## src/rtl/sb_pkg.sv

```systemverilog
package sb_pkg;

    // where the newest value of a register currently sits
    typedef enum logic [2:0] {
        LOC_RF      = 3'd0,
        LOC_EX_ALU  = 3'd1,
        LOC_EX_LOAD = 3'd2,
        LOC_EX_MUL  = 3'd3,
        LOC_MEM     = 3'd4,
        LOC_MUL1    = 3'd5,
        LOC_MUL2    = 3'd6
    } loc_e;

    typedef enum logic [1:0] {
        CLS_ALU  = 2'd0,
        CLS_LOAD = 2'd1,
        CLS_MUL  = 2'd2,
        CLS_RSVD = 2'd3
    } cls_e;

    typedef enum logic [1:0] {
        SRC_RF   = 2'd0,
        SRC_EX   = 2'd1,
        SRC_MEM  = 2'd2,
        SRC_MUL2 = 2'd3
    } src_e;

    // one cycle of movement for a producer that stays in flight
    function automatic loc_e loc_advance(loc_e cur);
        case (cur)
            LOC_EX_ALU:  return LOC_MEM;
            LOC_EX_LOAD: return LOC_MEM;
            LOC_EX_MUL:  return LOC_MUL1;
            LOC_MUL1:    return LOC_MUL2;
            default:     return LOC_RF;
        endcase
    endfunction

    // record written for a freshly issued producer
    function automatic loc_e loc_on_issue(cls_e cls);
        case (cls)
            CLS_LOAD: return LOC_EX_LOAD;
            CLS_MUL:  return LOC_EX_MUL;
            default:  return LOC_EX_ALU;
        endcase
    endfunction

endpackage

```

## src/rtl/sb_loc_table.sv

```systemverilog
module sb_loc_table
    import sb_pkg::*;
#(
    parameter  int NUM_REGS = 32,
    localparam int IDX_W    = $clog2(NUM_REGS)
) (
    input  logic                    clk,
    input  logic                    rst_n,
    input  logic                    flush_i,
    input  logic                    wr_en_i,
    input  logic [IDX_W-1:0]        wr_idx_i,
    input  loc_e                    wr_loc_i,
    output loc_e [NUM_REGS-1:0]     loc_o,
    output logic                    mul_in_ex_o
);

    typedef struct packed {
        loc_e [NUM_REGS-1:0] loc;
    } tbl_t;

    tbl_t st_d, st_q;

    always_comb begin
        st_d = st_q;
        for (int r = 0; r < NUM_REGS; r++) begin
            if (flush_i) begin
                st_d.loc[r] = LOC_RF;
            end else if (wr_en_i && (r != 0) && (wr_idx_i == IDX_W'(r))) begin
                // a new producer overrides any older one: youngest wins
                st_d.loc[r] = wr_loc_i;
            end else begin
                st_d.loc[r] = loc_advance(st_q.loc[r]);
            end
        end
    end

    always_ff @(posedge clk or negedge rst_n) begin
        if (!rst_n) begin
            st_q <= '0;
        end else begin
            st_q <= st_d;
        end
    end

    always_comb begin
        mul_in_ex_o = 1'b0;
        for (int r = 1; r < NUM_REGS; r++) begin
            if (st_q.loc[r] == LOC_EX_MUL) begin
                mul_in_ex_o = 1'b1;
            end
        end
    end

    assign loc_o = st_q.loc;

endmodule

```

## src/rtl/sb_operand_lookup.sv

```systemverilog
module sb_operand_lookup
    import sb_pkg::*;
#(
    parameter  int NUM_REGS = 32,
    localparam int IDX_W    = $clog2(NUM_REGS)
) (
    input  loc_e [NUM_REGS-1:0] loc_i,
    input  logic [IDX_W-1:0]    idx_i,
    output src_e                sel_o,
    output logic                hazard_o
);

    loc_e cur;

    always_comb begin
        cur = (idx_i == '0) ? LOC_RF : loc_i[idx_i];
        sel_o    = SRC_RF;
        hazard_o = 1'b0;
        case (cur)
            LOC_EX_ALU:  sel_o = SRC_EX;
            LOC_MEM:     sel_o = SRC_MEM;
            LOC_MUL2:    sel_o = SRC_MUL2;
            LOC_EX_LOAD,
            LOC_EX_MUL,
            LOC_MUL1:    hazard_o = 1'b1;
            default:     sel_o = SRC_RF;
        endcase
    end

endmodule

```

## src/rtl/hazard_interlock.sv

```systemverilog
module hazard_interlock
    import sb_pkg::*;
#(
    parameter  int NUM_REGS = 32,
    localparam int IDX_W    = $clog2(NUM_REGS),
    localparam int NUM_OPS  = 2
) (
    input  logic             clk,
    input  logic             rst_n,
    input  logic             flush_i,
    input  logic             dec_valid_i,
    input  logic [1:0]       dec_cls_i,
    input  logic [IDX_W-1:0] dec_rd_i,
    input  logic [IDX_W-1:0] dec_rs1_i,
    input  logic [IDX_W-1:0] dec_rs2_i,
    output logic [1:0]       sel_a_o,
    output logic [1:0]       sel_b_o,
    output logic             stall_o,
    output logic             bubble_o
);

    loc_e [NUM_REGS-1:0]           loc;
    logic                          mul_in_ex;
    logic [NUM_OPS-1:0][IDX_W-1:0] src_idx;
    src_e [NUM_OPS-1:0]            op_sel;
    logic [NUM_OPS-1:0]            op_haz;
    cls_e                          cls;
    logic                          port_clash;
    logic                          issue;
    logic                          tbl_wr;

    assign src_idx[0] = dec_rs1_i;
    assign src_idx[1] = dec_rs2_i;
    assign cls        = cls_e'(dec_cls_i);

    sb_loc_table #(.NUM_REGS(NUM_REGS)) u_table (
        .clk         (clk),
        .rst_n       (rst_n),
        .flush_i     (flush_i),
        .wr_en_i     (tbl_wr),
        .wr_idx_i    (dec_rd_i),
        .wr_loc_i    (loc_on_issue(cls)),
        .loc_o       (loc),
        .mul_in_ex_o (mul_in_ex)
    );

    for (genvar g = 0; g < NUM_OPS; g++) begin : g_op
        sb_operand_lookup #(.NUM_REGS(NUM_REGS)) u_lookup (
            .loc_i    (loc),
            .idx_i    (src_idx[g]),
            .sel_o    (op_sel[g]),
            .hazard_o (op_haz[g])
        );
    end

    always_comb begin
        // a writer decoded behind a multiply would share its writeback cycle
        port_clash = mul_in_ex && (cls != CLS_MUL) && (dec_rd_i != '0);
        stall_o    = dec_valid_i && !flush_i && ((|op_haz) || port_clash);
        issue      = dec_valid_i && !flush_i && !stall_o;
        bubble_o   = !issue;
        tbl_wr     = issue && (dec_rd_i != '0);
        sel_a_o    = issue ? op_sel[0] : SRC_RF;
        sel_b_o    = issue ? op_sel[1] : SRC_RF;
    end

endmodule

```

## config.mk

```make
export PLATFORM = sky130hd
export DESIGN_NAME = hazard_interlock
export DESIGN_NICKNAME = d
export VERILOG_FILES = /design/src/rtl/sb_pkg.sv /design/src/rtl/sb_loc_table.sv /design/src/rtl/sb_operand_lookup.sv /design/src/rtl/hazard_interlock.sv
export SDC_FILE = /design/constraint.sdc
export NUM_CORES = 1
export LEC_CHECK = 0
export ABC_AREA = 1
export BUFFER_PORTS_ARGS = -buffer_cell sky130_fd_sc_hd__buf_2
export CAP_MARGIN = 15
export CORE_ASPECT_RATIO = 0.6
export CORE_UTILIZATION = 59
export DETAILED_ROUTE_END_ITERATION = 12
export PLACE_DENSITY = 0.76
export SLEW_MARGIN = 20
export SYNTH_ARGS = -nofsm -noshare
export SYNTH_HDL_FRONTEND = slang
export SYNTH_SLANG_ARGS = --single-unit
```

## constraint.sdc

```tcl
create_clock -name clk -period 5.65 [get_ports clk]
set_input_delay 0.8475 -clock clk [delete_from_list [all_inputs] [get_ports clk]]
set_output_delay 0.8475 -clock clk [all_outputs]
set_load 0.01 [all_outputs]
```

# == Yosys cells after proc, flatten, opt, wreduce, memory -nomap -nowiden ==
# Cells that the tools add are included.
# word_totals
reg_bits,96
out_inout_bits,6
wordCells,426
# classes
order_cmp,2
eq_ne,174
n_mux,139
n_reduce_logical,79
# op_table
cell,n
$pmux W3 S3,32
$eq A3 B2 Y1 const B,68
$mux W3,67
$eq A3 B3 Y1 const B,38
$eq A3 B1 Y1 const B,34
$eq A5 B5 Y1 const B,16
$reduce_or A2 Y1,33
$eq A5 B4 Y1 const B,8
$logic_and A1 B1 Y1,37
$mux W1,33
$bmux W3 S5,2
$eq A5 B3 Y1 const B,4
$lt A5 B6 Y1 const B,2
$pmux W2 S3,2
$eq A5 B2 Y1 const B,2
$logic_not A5 Y1,2
$reduce_or A3 Y1,2
$eq A5 B1 Y1 const B,1
$reduce_bool A5 Y1,1
$mux W2,2
$pmux W2 S2,1
$logic_not A1 Y1,3
$eq A2 B1 Y1 const B,1
$eq A2 B2 Y1 const B,1
2 further kinds,2

# == Depth between registers and ports, before layout ==
# depth
depth_word,42
ltp_mapped,22

# == Modules after synthesis ==
# From an unflattened synthesis, not the netlist that was laid out.
# unflattened
cells_unflattened,1277
area_unflattened_um2,7622.3
# by_module_without_submodules
module,instances,cells_per_inst,area_each_um2,seq_area_each_um2
sb_loc_table,1,657,4832.1,2402.3
sb_operand_lookup,2,295,1295.0,0.0
hazard_interlock,1,30,200.2,0.0

# == Least setup slack after synthesis ==
# Ideal clock, no wire load.
# synth_path
kind,input-to-output
startpoint,input dec_rs2_i[1]
endpoint,output stall_o
arrival_ns,2.646
required_time_ns,4.803
setup_slack_ns,2.156
path_stages,16
cell_sequence,buf_2 -> inv_2 -> buf_2 -> nand3_1 -> nand3_1 -> nand2_1 -> nand2_1 -> nand3_1 -> nand3_1 -> nand2_1 -> nor2_1 -> nor2_4 -> and2_1 -> buf_6 -> buf_12 -> nor3_1
# synth_between
elab_chain_len,9
# synth_lines
item,line_no,source
"start, declared",hazard_interlock.sv:15,"input logic [IDX_W-1:0] dec_rs2_i,"
$bmux W3 S5,sb_operand_lookup.sv:16,cur = (idx_i == '0) ? LOC_RF : loc_i[idx_i];
$mux W3 (implied by the code),sb_operand_lookup.sv:16,
$mux W3 *,sb_operand_lookup.sv:16,
$eq A3 B2 Y1 or $eq A3 B3 Y1 (tied branches),sb_operand_lookup.sv:19,case (cur)
$reduce_or A3 Y1 *,sb_operand_lookup.sv:19,
$mux W1 *,sb_operand_lookup.sv:19,
$reduce_or A2 Y1 *,hazard_interlock.sv:59,stall_o = dec_valid_i && !flush_i && ((|op_haz) || port_clash);
$logic_or A1 B1 Y1 *,hazard_interlock.sv:59,
$logic_and A1 B1 Y1 *,hazard_interlock.sv:59,
"end, declared",hazard_interlock.sv:18,"output logic stall_o,"
# Every way passes the cells marked *; elsewhere a longest branch is shown, timed or not. The select of a mux whose other input is x is not followed.

# == Worst setup path after layout ==
# layout_path
startpoint,input dec_rs1_i[0]
endpoint,output sel_a_o[0]
# layout_between
elab_chain_len,12
# layout_lines
item,line_no,source
"start, declared",hazard_interlock.sv:14,"input logic [IDX_W-1:0] dec_rs1_i,"
$bmux W3 S5,sb_operand_lookup.sv:16,
$mux W3 (implied by the code),sb_operand_lookup.sv:16,
$mux W3 *,sb_operand_lookup.sv:16,
$eq A3 B2 Y1 or $eq A3 B3 Y1 (tied branches),sb_operand_lookup.sv:19,
$reduce_or A3 Y1,sb_operand_lookup.sv:19,
$mux W1,sb_operand_lookup.sv:19,
$reduce_or A2 Y1,hazard_interlock.sv:59,
$logic_or A1 B1 Y1,hazard_interlock.sv:59,
$logic_and A1 B1 Y1,hazard_interlock.sv:59,
$logic_not A1 Y1,hazard_interlock.sv:60,issue = dec_valid_i && !flush_i && !stall_o;
$logic_and A1 B1 Y1,hazard_interlock.sv:60,
$mux W2 *,hazard_interlock.sv:63,sel_a_o = issue ? op_sel[0] : SRC_RF;
"end, declared",hazard_interlock.sv:16,"output logic [1:0] sel_a_o,"
# Marked as above.

==> flow_summary.json <==
{
  "ys_dominant_reg_cell": "sky130_fd_sc_hd__dfrtp_1",
  "cts_inserted_buffers": 9,
  "drt_first_iter_violations": 1156,
  "worst_hold_slack_ns": 0.458,
  "core.rowCount": 31,
  "vias": 8140,
  "worstSetupPathType": "primary input to output pin",
  "asyncSetResetFlopFracSynth_pct": 100,
  "final.setup.tns_ns": 0,
  "grt_antenna_before_repair": 0,
  "cp_slowest_stage_delay_ns": 0.55,
  "antenna_cells": 0,
  "synth-seq-cells": 96,
  "timing.final.max_slew_violations": 0,
  "count_of_endpoints_failing_setup_in_the_final_report": 0,
  "postCtsSetupRepairBufs": 0,
  "chipWidth_um": 147,
  "critical-path-slowest-cell": "sky130_fd_sc_hd__clkinv_1",
  "placement.cell_area_um2": 7470,
  "port_buffers": 26,
  "final_design_area_no_fill_um2": 7760,
  "worst_setup_skew_after_layout_ns": 0.0107,
  "final_period_minus_worst_setup_slack_ns": 4.51,
  "cts_tree": "built",
  "timing.final.hold_violations": 0,
  "floorplan.core_area_um2": 12100,
  "worstHoldPathType": "primary input to asynchronous set/reset pin",
  "fp.dieArea_um2": 13000,
  "combined_global_route_utilization_of_all_metal_layers_pct": 38.5,
  "dpl.hpwl_mm": 17.4,
  "place.gp.congestion": 1.04,
  "leakage_uw": 0.00369,
  "cap_violations": 0,
  "mappedNetlistNets": 1260,
  "detail_route.wl_per_cell_um": 17.9,
  "rsz0062_at_grt": "false",
  "grt_overflow": 0,
  "synth_area_per_cell_um2": 6.00,
  "post_synth_design_cell_area_um2": 7420,
  "outcome": "complete, no violations",
  "synth_cells": 1237,
  "detail_route.wirelength_mm": 24.9,
  "timing.critical_path.required_ns": 4.80,
  "cp_data_arrival_time_ns": 3.67,
  "nature_of_the_critical_path_startpoint": "primary input",
  "cts_resized": 0,
  "crit_path_launch": "dec_rs1_i[0]",
  "layout.cells.most_common_list": "sky130_fd_sc_hd__nand2_1 (404), sky130_fd_sc_hd__nand3_1 (233), sky130_fd_sc_hd__nor2_1 (205)",
  "final_common_cell": "sky130_fd_sc_hd__nand2_1",
  "cts.root.buffer_cell": "sky130_fd_sc_hd__clkbuf_16",
  "timing.rr.start": "u_table.loc_o[7]$_DFF_PN0_",
  "initial_core_util_pct": 61.1,
  "critical_path_peak_fanout": 23,
  "synth_warnings": 0,
  "post-route-drc-count": 0,
  "clock_tree.buffer_depth": 2,
  "detail_route.first_pass.iterations": 8,
  "critical_path.most_common_cell": "sky130_fd_sc_hd__nand2_1",
  "tightest_slew_ns": 0.996,
  "numClockSinks": 96,
  "global_route_wire_length_before_repair_mm": 37.6,
  "cp_capture_type": "output pin",
  "vias_per_cell": 5.86,
  "worst_skew_pair.late_latency_ns": 0.36,
  "power.density_cell_area_nw_per_um2": 201,
  "final_layout_size_suffix_gt1_share_pct": 6.61,
  "largest_register_ff_count": 96,
  "achievable-frequency_mhz": 222,
  "worstPathCellList": "buf_2 > clkinv_1 > buf_4 > nand2_1 > nand3_1 > nand3_1 > nand2_1 > nand2_1 > nand2_1 > nand2_1 > nand2_1 > nand2_1 > nand2_1 > nand3_1 > nand3_4 > a221oi_1 > buf_2",
  "number_of_enable_flip_flop_cells_after_synthesis": 0,
  "fp.dieH_um": 88.8,
  "ctsHoldBuffers": 0,
  "layout-area-overhead-vs-synth_pct": 4.66,
  "max_slew_margin_pct": 33.6,
  "postRouteAntennaNets": 0,
  "vias_in_the_first_global_route": 6520,
  "clk_transition_reported_paths_ns": 0.07,
  "ir_worst_vdd_uv": 153,
  "grt_start_max_net_pins": 59,
  "number_of_h_tree_levels": 3,
  "synth_cell_type_count": 32,
  "layout_worst_path_cycle_share_pct": 79.9,
  "ios": 27,
  "total_number_of_nets_in_the_final_design": 1243,
  "seq_area_frac_synth_pct": 32.4
}
area by class of cell:
type / count / area, µm²
timing repair buffer: 37 / 215
multi-input combinational: 968 / 4250
sequential: 96 / 2400
clock buffer: 10 / 229
fill: 1153 / 4380
clock inverter: 6 / 57.6
tap: 165 / 206
inverter: 108 / 405
final timing paths:
check / slack (ns) / depth (start not counted) / endpoint
min: 0.46 / 1 / u_table.loc_o[3]$_DFF_PN0_
min in group clk: 0.54 / 1 / u_table.loc_o[1]$_DFF_PN0_
max reg2reg: 2.27 / 15 / u_table.loc_o[49]$_DFF_PN0_
max: 1.14 / 17 / sel_a_o[0]
max in group asynchronous: 4.04 / 2 / u_table.loc_o[48]$_DFF_PN0_
min reg2reg: 0.54 / 1 / u_table.loc_o[1]$_DFF_PN0_
critical path, delay by kind of cell:
kind                   cells  cell delay [ns]
AND/OR/NAND/NOR           12             1.08
buffers and inverters      4             1.33
AO/OA/AOI/OAI              1             0.38
per-stage QoR:
stage	total power, µW	worst slack, ns	cells	utilization, %
after floorplan	878	2.16	1237	-
after global placement	945	1.41	1374	61.6
after detailed placement	947	1.27	1374	61.6
after CTS	1550	1.24	1390	63.9
after global routing	1610	0.989	1390	63.9
final	1560	1.14	1390	63.9
where the power goes:
part	switching, µW	leakage [µW]	total [µW]	internal [µW]
Combinational	197	0.00220	253	56.7
Clock	308	0.000142	620	312
Sequential	2.26	0.00134	690	688
Total	507	0.00369	1560	1060
cell families (layout without fill, tap and decap cells):
family                     count (synthesis)  after routing  share of synthesized area, %
AOI/OAI and AO/OA                         52             52                          3.70
adders and majority gates                  2              2                         0.337
buffers and inverters                    173            161                          10.4
DFF                                       96             96                          32.4
and+or+nand+nor                          914            914                          53.2
synthesized netlist by cell type (5+ instances only):
| library cell | instances | share of area [%] |
|---|---|---|
| sky130_fd_sc_hd__and3_1 | 6 | 0.51 |
| sky130_fd_sc_hd__o21ai_0 | 22 | 1.5 |
| sky130_fd_sc_hd__inv_1 | 102 | 5.2 |
| sky130_fd_sc_hd__buf_6 | 6 | 0.91 |
| sky130_fd_sc_hd__a21oi_1 | 24 | 1.6 |
| sky130_fd_sc_hd__buf_2 | 24 | 1.6 |
| sky130_fd_sc_hd__clkbuf_1 | 20 | 1.0 |
| sky130_fd_sc_hd__nor2_2 | 10 | 0.84 |
| sky130_fd_sc_hd__nor2_1 | 206 | 10 |
| sky130_fd_sc_hd__nand3b_1 | 5 | 0.51 |
| sky130_fd_sc_hd__buf_4 | 8 | 0.81 |
| sky130_fd_sc_hd__buf_1 | 6 | 0.30 |
| sky130_fd_sc_hd__nand3_1 | 233 | 16 |
| sky130_fd_sc_hd__nand3_2 | 9 | 1.2 |
| sky130_fd_sc_hd__nand2_1 | 404 | 20 |
| sky130_fd_sc_hd__dfrtp_1 | 96 | 32 |
| sky130_fd_sc_hd__nor3_1 | 27 | 1.8 |
routing by layer:
metal,GRT usage (%),routed length [µm],vias to the layer above
li1,-,-,3895
met1,61.4,11400,3674
met2,49.3,9190,546
met3,10.9,4020,25
met4,7.39,236,0
met5,0,0,-
No activity file was read; power rests on OpenSTA's default activity.
